File: src/rtl/hbcw_pkg.sv
// Shared constants for the codeword assembler: the whitening LFSR
// geometry and its seed. Assumes a 7-bit Fibonacci register.
package hbcw_pkg;
    localparam int LFSR_W   = 7;
    localparam int LFSR_TAP = 4;
    typedef logic [LFSR_W-1:0] lfsr_state_t;
    localparam lfsr_state_t LFSR_SEED = '1;
endpackage

File: src/rtl/hbcw_pair_build.sv
// Combinational builder of the two shortened, punctured codewords.
// Half 0: info, then the leading check bits (tail check bits dropped).
// Half 1: info, the leading check bits minus a middle run, then the tail.
// Assumes PAR_W > 2*CUT_W; output bit 0 is the first bit sent.
module hbcw_pair_build #(
    parameter int INFO_W = 64,
    parameter int PAR_W  = 168,
    parameter int CUT_W  = 8
) (
    input  logic [INFO_W-1:0]                    info_i,
    input  logic [PAR_W-1:0]                     par_i,
    output logic [2*(INFO_W+PAR_W-CUT_W)-1:0]    cw_o
);
    localparam int HALF_W = INFO_W + PAR_W - CUT_W;
    localparam int KEEP_A = PAR_W - CUT_W;
    localparam int KEEP_B = PAR_W - 2*CUT_W;

    for (genvar h = 0; h < 2; h++) begin : g_half
        // Both halves start with the header bits.
        assign cw_o[h*HALF_W +: INFO_W] = info_i;
        if (h == 0) begin : g_tail_cut
            // Drop the last CUT_W check bits.
            assign cw_o[INFO_W +: KEEP_A] = par_i[0 +: KEEP_A];
        end else begin : g_mid_cut
            // Drop the middle run, keep the tail.
            assign cw_o[HALF_W + INFO_W +: KEEP_B] = par_i[0 +: KEEP_B];
            assign cw_o[HALF_W + INFO_W + KEEP_B +: CUT_W] = par_i[KEEP_A +: CUT_W];
        end
    end
endmodule

File: src/rtl/hbcw_lfsr.sv
// Whitening sequence generator, x^7+x^4+1, all-ones seed.
// bit_o is the output the next step will produce; step advances it.
module hbcw_lfsr
    import hbcw_pkg::*;
(
    input  logic clk,
    input  logic rst_n,
    input  logic load_i,
    input  logic step_i,
    output logic bit_o
);
    lfsr_state_t st_q;

    assign bit_o = st_q[LFSR_W-1] ^ st_q[LFSR_TAP-1];

    // Reload on reset or job start, otherwise shift on request.
    always_ff @(posedge clk) begin
        if (!rst_n || load_i) begin
            st_q <= LFSR_SEED;
        end else if (step_i) begin
            st_q <= {st_q[LFSR_W-2:0], bit_o};
        end
    end
endmodule

File: src/rtl/hbcw_mask_walker.sv
// Serial mask engine. A job runs (sel+1)*FULL_W cycles. The LFSR steps
// once per cycle after the first HALF_W cycles, and the last FULL_W
// cycles shift mask bits in, with zeros before the sequence starts.
// done_o marks the final cycle; mask_o is the complete mask then.
module hbcw_mask_walker #(
    parameter int HALF_W  = 224,
    parameter int STREAMS = 8
) (
    input  logic                         clk,
    input  logic                         rst_n,
    input  logic                         start_i,
    input  logic [$clog2(STREAMS)-1:0]   sel_i,
    input  logic                         seq_bit_i,
    output logic                         seq_step_o,
    output logic                         done_o,
    output logic [2*HALF_W-1:0]          mask_o
);
    localparam int FULL_W = 2 * HALF_W;
    localparam int CNT_W  = $clog2(STREAMS * FULL_W);

    logic              busy_q;
    logic [CNT_W-1:0]  cnt_q;
    logic [CNT_W-1:0]  lim_q;
    logic [CNT_W-1:0]  win_q;
    logic [FULL_W-2:0] sr_q;
    logic              in_seq;
    logic              mask_bit;

    assign in_seq     = cnt_q >= CNT_W'(HALF_W);
    assign seq_step_o = busy_q && in_seq;
    assign mask_bit   = in_seq ? seq_bit_i : 1'b0;
    assign mask_o     = {mask_bit, sr_q};
    assign done_o     = busy_q && (cnt_q == lim_q);

    // Job counter: arm on start, stop after the last window bit.
    always_ff @(posedge clk) begin
        if (!rst_n) begin
            busy_q <= 1'b0;
            cnt_q  <= '0;
            lim_q  <= '0;
            win_q  <= '0;
        end else if (start_i) begin
            busy_q <= 1'b1;
            cnt_q  <= '0;
            lim_q  <= CNT_W'((int'(sel_i) + 1) * FULL_W - 1);
            win_q  <= CNT_W'(int'(sel_i) * FULL_W);
        end else if (busy_q) begin
            cnt_q <= cnt_q + 1'b1;
            if (done_o) begin
                busy_q <= 1'b0;
            end
        end
    end

    // Mask shift register: first-sent bit ends in the lowest position.
    always_ff @(posedge clk) begin
        if (!rst_n || start_i) begin
            sr_q <= '0;
        end else if (busy_q && cnt_q >= win_q) begin
            sr_q <= mask_o[FULL_W-1:1];
        end
    end
endmodule

File: src/rtl/hbcw_top.sv
// Codeword assembler top. Captures header and check bits on start,
// builds the two-codeword word, walks the LFSR to the selected
// stream's window and presents word XOR mask with a held valid flag.
// Assumes stream_sel_i = stream number - 1.
module hbcw_top #(
    parameter int INFO_W  = 64,
    parameter int PAR_W   = 168,
    parameter int CUT_W   = 8,
    parameter int STREAMS = 8
) (
    input  logic                                     clk,
    input  logic                                     rst_n,
    input  logic                                     start_i,
    input  logic [$clog2(STREAMS)-1:0]               stream_sel_i,
    input  logic [INFO_W-1:0]                        info_i,
    input  logic [PAR_W-1:0]                         parity_i,
    output logic [2*(INFO_W+PAR_W-CUT_W)-1:0]        word_o,
    output logic                                     valid_o
);
    localparam int HALF_W = INFO_W + PAR_W - CUT_W;
    localparam int FULL_W = 2 * HALF_W;

    logic [INFO_W-1:0] info_q;
    logic [PAR_W-1:0]  par_q;
    logic [FULL_W-1:0] cw;
    logic [FULL_W-1:0] mask;
    logic              seq_bit;
    logic              seq_step;
    logic              done;

    hbcw_pair_build #(.INFO_W(INFO_W), .PAR_W(PAR_W), .CUT_W(CUT_W)) u_build (
        .info_i (info_q),
        .par_i  (par_q),
        .cw_o   (cw)
    );

    hbcw_lfsr u_lfsr (
        .clk    (clk),
        .rst_n  (rst_n),
        .load_i (start_i),
        .step_i (seq_step),
        .bit_o  (seq_bit)
    );

    hbcw_mask_walker #(.HALF_W(HALF_W), .STREAMS(STREAMS)) u_walk (
        .clk        (clk),
        .rst_n      (rst_n),
        .start_i    (start_i),
        .sel_i      (stream_sel_i),
        .seq_bit_i  (seq_bit),
        .seq_step_o (seq_step),
        .done_o     (done),
        .mask_o     (mask)
    );

    // Capture inputs on start; publish masked word when the walk ends.
    always_ff @(posedge clk) begin
        if (!rst_n) begin
            info_q  <= '0;
            par_q   <= '0;
            word_o  <= '0;
            valid_o <= 1'b0;
        end else if (start_i) begin
            info_q  <= info_i;
            par_q   <= parity_i;
            valid_o <= 1'b0;
        end else if (done) begin
            word_o  <= cw ^ mask;
            valid_o <= 1'b1;
        end
    end
endmodule

File: config.mk
export PLATFORM = sky130hd
export DESIGN_NAME = hbcw_top
export DESIGN_NICKNAME = d
export VERILOG_FILES = /design/src/rtl/hbcw_pkg.sv /design/src/rtl/hbcw_pair_build.sv /design/src/rtl/hbcw_lfsr.sv /design/src/rtl/hbcw_mask_walker.sv /design/src/rtl/hbcw_top.sv
export SDC_FILE = /design/constraint.sdc
export NUM_CORES = 2
export LEC_CHECK = 0
export BUFFER_PORTS_ARGS = -buffer_cell sky130_fd_sc_hd__buf_2
export CAP_MARGIN = 25
export CORE_UTILIZATION = 50
export CTS_CLUSTER_DIAMETER = 100
export CTS_CLUSTER_SIZE = 30
export DETAILED_ROUTE_END_ITERATION = 6
export HOLD_SLACK_MARGIN = 0.02
export PLACE_DENSITY_LB_ADDON = 0.12
export SYNTH_ARGS = -nofsm -noshare
export SYNTH_HDL_FRONTEND = slang
export SYNTH_SLANG_ARGS = --single-unit
File: constraint.sdc
create_clock -name clk -period 5.7 [get_ports clk]
set_input_delay 1.425 -clock clk [delete_from_list [all_inputs] [get_ports clk]]
set_output_delay 1.425 -clock clk [all_outputs]
set_load 0.01 [all_outputs]
-- Yosys cells after proc, flatten, opt, wreduce, memory -nomap -nowiden
Index checks and enable logic that the tools add are counted.
Widths: inputs -> output; s select.
- add/subtract/negate cells: 3
- multiplexer cells: 4
- $mul: 2
- reductions and logical operators: 7
- bitwise gates (word level): 4
- eq/ne operators: 1
- order comparisons: 2
- operator list (operator ; count):
    $xor 448x448->448 ; 1
    $mul 32x4->6 const B ; 1
    $add 12x1->12 const B ; 1
    $eq 12x12->1 ; 1
    $ge 12x12->1 ; 1
    $ge 12x8->1 const B ; 1
    $sub 12x2->12 const B ; 1
    $mul 3x3->6 const B ; 1
    $add 3x1->4 const B ; 1
    $mux 1 ; 4
    $logic_and 1x1->1 ; 3
    $not 1->1 ; 2
    $reduce_and 2->1 ; 1
    $reduce_or 2->1 ; 1
    $logic_not 1->1 ; 1
    $logic_or 1x1->1 ; 1
    $xor 1x1->1 ; 1
- flip-flop bits (word level): 1166
- input port bits: 238

-- Depth between registers and ports, before layout
- depth in word-level cells: 5
- depth in mapped cells: 12
- gate-level depth less buffers: 12

-- Hierarchy
From an unflattened synthesis, not the netlist that was laid out.
- cell total of the unflattened synthesis: 4801
- area, all modules: 48455.2 um^2
- by module, submodules not included (module ; area each (um^2) ; times used ; cells each):
    hbcw_top ; 26808.2 ; 1 ; 2694
    hbcw_mask_walker ; 17979.7 ; 1 ; 1634
    hbcw_pair_build ; 3363.2 ; 1 ; 448
    hbcw_lfsr ; 304.0 ; 1 ; 25

-- Least setup slack after synthesis
Ideal clock, no wire load.
- kind: input to register
- start point: input port stream_sel_i[0]
- end point: register u_walk.lim_q[11]
- setup slack: 1737 ps
- data required time: 5584 ps
- arrival time: 3847 ps
- buffers on the path: 0
- stages on the path: 12
- cell sequence: ha_1 > xor2_1 > inv_1 > ha_1 > inv_1 > ha_1 > ha_1 > xnor2_1 > nor4b_1 > xnor3_1 > mux2i_1 > nor2b_1
- longest elaborated chain between the ends: 3
- RTL lines (element ; RTL line ; source):
    start, declared ; hbcw_top.sv:14 ; input logic [$clog2(STREAMS)-1:0] stream_sel_i,
    $add 3x1->4 ; hbcw_mask_walker.sv:45 ; lim_q <= CNT_W'((int'(sel_i) + 1) * FULL_W - 1);
    $mul 32x4->6 ; hbcw_mask_walker.sv:45 ;
    $sub 12x2->12 ; hbcw_mask_walker.sv:45 ;
    end signal, assigned ; hbcw_mask_walker.sv:45 ;
    end, declared ; hbcw_mask_walker.sv:23 ; logic [CNT_W-1:0] lim_q;
Every way passes these cells.
A chain may end at the register's enable or synchronous reset.

-- Worst setup path after layout
- start point: input port stream_sel_i[1]
- end point: register u_walk.lim_q[11]
Same word-level chain as after synthesis.

==> results.toml <==
[timing]
setup_viol_count_final = 0
drv_slew = 0
holdWs_ns = 0.456
min_period_over_period = 0.662
rsz0062_at_grt = "no"
setup_ws_ns = 1.93
setup_tns_ns = 0
finalHoldViolCount = 0
worstMarginPinSlew_ns = 1.08
clock_skew_ns = 0.0281
fmax_mhz = 265
slew_headroom = 0.279
period_minus_slack_ns = 3.77

[placement]
port_buffers = 686
dp_slack_ns = 1.26
routabilityCongestion = 0.811
dp_hpwl_um = 73300
placedCellCount = 5938

[power_and_ir_drop]
seqPwrFrac = 0.594
clkPwrFrac = 0.300
worst_ir_drop_vdd_mv = 0.276
pwr_density_cell_nw_per_um2 = 278
power.total_mw = 14.3
switching_power_mw = 3.52
internal-power_mw = 10.8
comb_power_share = 0.106
switching_share = 0.246
p_leak_nw = 27.6

[synthesis]
synth_nets = 4618
avgSynthCellArea_um2 = 10.5
synth_top_area_share = 0.506
yosys.area.top_type = "dfxtp_1"
synth.distinct_cells = 36
synthTopCellsByArea = "dfxtp_1 51%, mux2i_1 15%, o211a_1 9.8%, xnor2_1 8.8%, nand2_1 7.5%"
syn-cell-area_um2 = 45900
yosysSeqAreaShare = 0.506
ys_warn_count = 0
ys_seq_elements = 1160
netlist_instances = 4353

[floorplan]
core_area_um2 = 90400
io_pins = 687
die_x_um = 305
initial_core_util = 0.508
die_h_um = 305
num_rows = 110
die_area_um2 = 93000

[worst_hold_path]
hold_class = "reg2reg"
hp-start = "valid_o"
hold_depth = 2
min_to = "valid_o"

[run_status]
status = "completed"

[layout]
final_cell_count_no_fill = 6011
multi_input_area_um2 = 21300
syn2layout_area_growth_pct = 12.0
layout.nets = 5075
fillerInstances = 8272
drive_above_1_share = 0.162
seq_area_um2 = 23200

[worst_setup_path]
reg2reg_to = "u_walk.sr_q[392]"
cp.required_ns = 6.23
timing.rr.start = "u_walk.cnt_q[9]"
crit_fanout = 7
crit_start = "stream_sel_i[1]"
rrSetupSlack_ns = 2.54
cp-end-kind = "flip-flop"
worstPathArrival_ns = 4.30
critPathLaunchType = "input pin"
ff2ff_path_depth = 6
setup.worst_path.class = "in2reg"

[detailed_routing]
num_vias = 30900
drcViolationCount = 0
first_pass_iters = 5
via_per_inst = 5.15
wl_um = 107000
drtIter0Drc = 1552
avgRoutedWirePerCell_um = 17.8
drtAntennaViolNets = 0

[cts]
cts_max_level = 2
cts_buffers = 46
clock-sinks = 1160
clockBufferDepth = 3
cts-root-buf = "clkbuf_16"
cts_resized = 0
postCtsSetupRepairBufs = 0
tritoncts = "built"
worstSkewPairLatency_ns = 0.64
hold_buffers = 0
clk_pin_slew_worst_paths_ns = 0.11

[global_route]
grt_max_degree = 221
grt_pass1_wl_um = 166000
antenna_found_initial = 25
grt_pass1_vias = 29700
grt_usage = 0.222
grt-ovfl-total = 0

[job]
maxCapViolations = 0
layout make-up:
type,count,area share
Sequential cell,1160,0.452
Clock buffer,52,0.0247
Inverter,22,0.00161
Multi-Input combinational cell,2862,0.414
Timing Repair Buffer,718,0.0758
Tap cell,1176,0.0286
Clock inverter,8,0.00302
Antenna cell,13,0.000633
metal layers:
metal / GRT usage / part of all wire / vias up
met2: 0.382 / 0.48 / 511
li1: - / - / 15600
met4: 0.0578 / 0.024 / 30
met3: 0.0552 / 0.056 / 133
met1: 0.275 / 0.44 / 14700
met5: 0 / 0.0017 / -
layout by cell type, fill, tap and decap left out, types with 4 or more instances in the layout:
master,count
a21oi_1,9
and3_1,4
buf_12,16
buf_2,684
buf_4,16
clkbuf_16,49
dfxtp_1,1160
diode_2,13
ha_1,24
inv_1,22
mux2i_1,689
nand2_1,915
nand4_1,6
nor2_1,17
nor2b_1,238
o211a_1,450
o21ai_0,5
xnor2_1,462
xor2_1,10
sequential cells by signal, summed over array words and instances, names as in the netlist:
signal         flops
info_q            64
par_q            168
u_lfsr.st_q        7
u_walk.busy_q      1
u_walk.cnt_q      12
u_walk.lim_q       7
u_walk.sr_q      447
u_walk.win_q       5
valid_o            1
word_o           448
per-stage QoR:
step,area [um2],utilization
after floorplan,45900,-
after global placement,49900,0.552
after detailed placement,49900,0.552
after CTS,51400,0.568
after global routing,51400,0.568
final,51400,0.568
worst max-delay path, cell delays in order:
cell and delay [ns]:
buf_2 0.18, ha_1 0.26, xor2_1 0.29, inv_1 0.08, ha_1 0.28, inv_1 0.04
ha_1 0.28, ha_1 0.32, xnor2_1 0.20, nor4b_1 0.34, xnor3_1 0.38, mux2i_1 0.15
nor2b_1 0.07
how the worst max path moves through the flow:
stage / end / slack [ns] / cells after the start
global placement: u_walk.lim_q[11] / 1.34 / 13
global route: u_walk.lim_q[11] / 1.75 / 13
finish: u_walk.lim_q[11] / 1.93 / 13
floorplan: u_walk.lim_q[11] / 1.74 / 12
detailed placement: u_walk.lim_q[11] / 1.26 / 13
CTS: u_walk.lim_q[11] / 1.95 / 13
power by group through the flow:
| stage | clock network [mW] | logic, mW | registers (mW) |
|---|---|---|---|
| after floorplan | 0 | 1.06 | 8.68 |
| after global placement | 0 | 1.52 | 8.68 |
| after detailed placement | 0 | 1.53 | 8.68 |
| after CTS | 4.45 | 1.54 | 8.50 |
| after global routing | 4.71 | 1.65 | 8.53 |
| final | 4.29 | 1.52 | 8.50 |
cell usage after synthesis (all sizes together):
library cell / number
a21oi: 9
mux2i: 689
and2: 3
dfxtp: 1160
fa: 3
a21boi: 1
and3: 4
o211a: 450
or4: 2
nand2b: 3
nand3: 3
nor2b: 239
xor2: 10
ha: 24
o211ai: 2
xnor3: 1
inv: 22
clkbuf: 144
nand2: 915
nor3: 2
nor2: 17
o32ai: 1
o21ai: 6
nand4: 6
nor4: 1
a221oi: 1
o22ai: 2
o21a: 1
xnor2: 462
nor4b: 2
a21o: 3
buf: 165
cells by family (layout without fill, tap and decap cells):
logic type | Yosys count | in the layout | synth area share
multiplexers | 689 | 689 | 0.150
buffers and inverters | 331 | 800 | 0.0310
XOR/XNOR | 473 | 473 | 0.0906
other | 0 | 13 | 0
AND/OR/NAND/NOR | 1197 | 1197 | 0.113
adder cells (fa/ha/maj) | 27 | 27 | 0.00785
flip-flops | 1160 | 1160 | 0.506
AO/OA/AOI/OAI | 476 | 476 | 0.102
No activity file was read; power rests on OpenSTA's default activity.
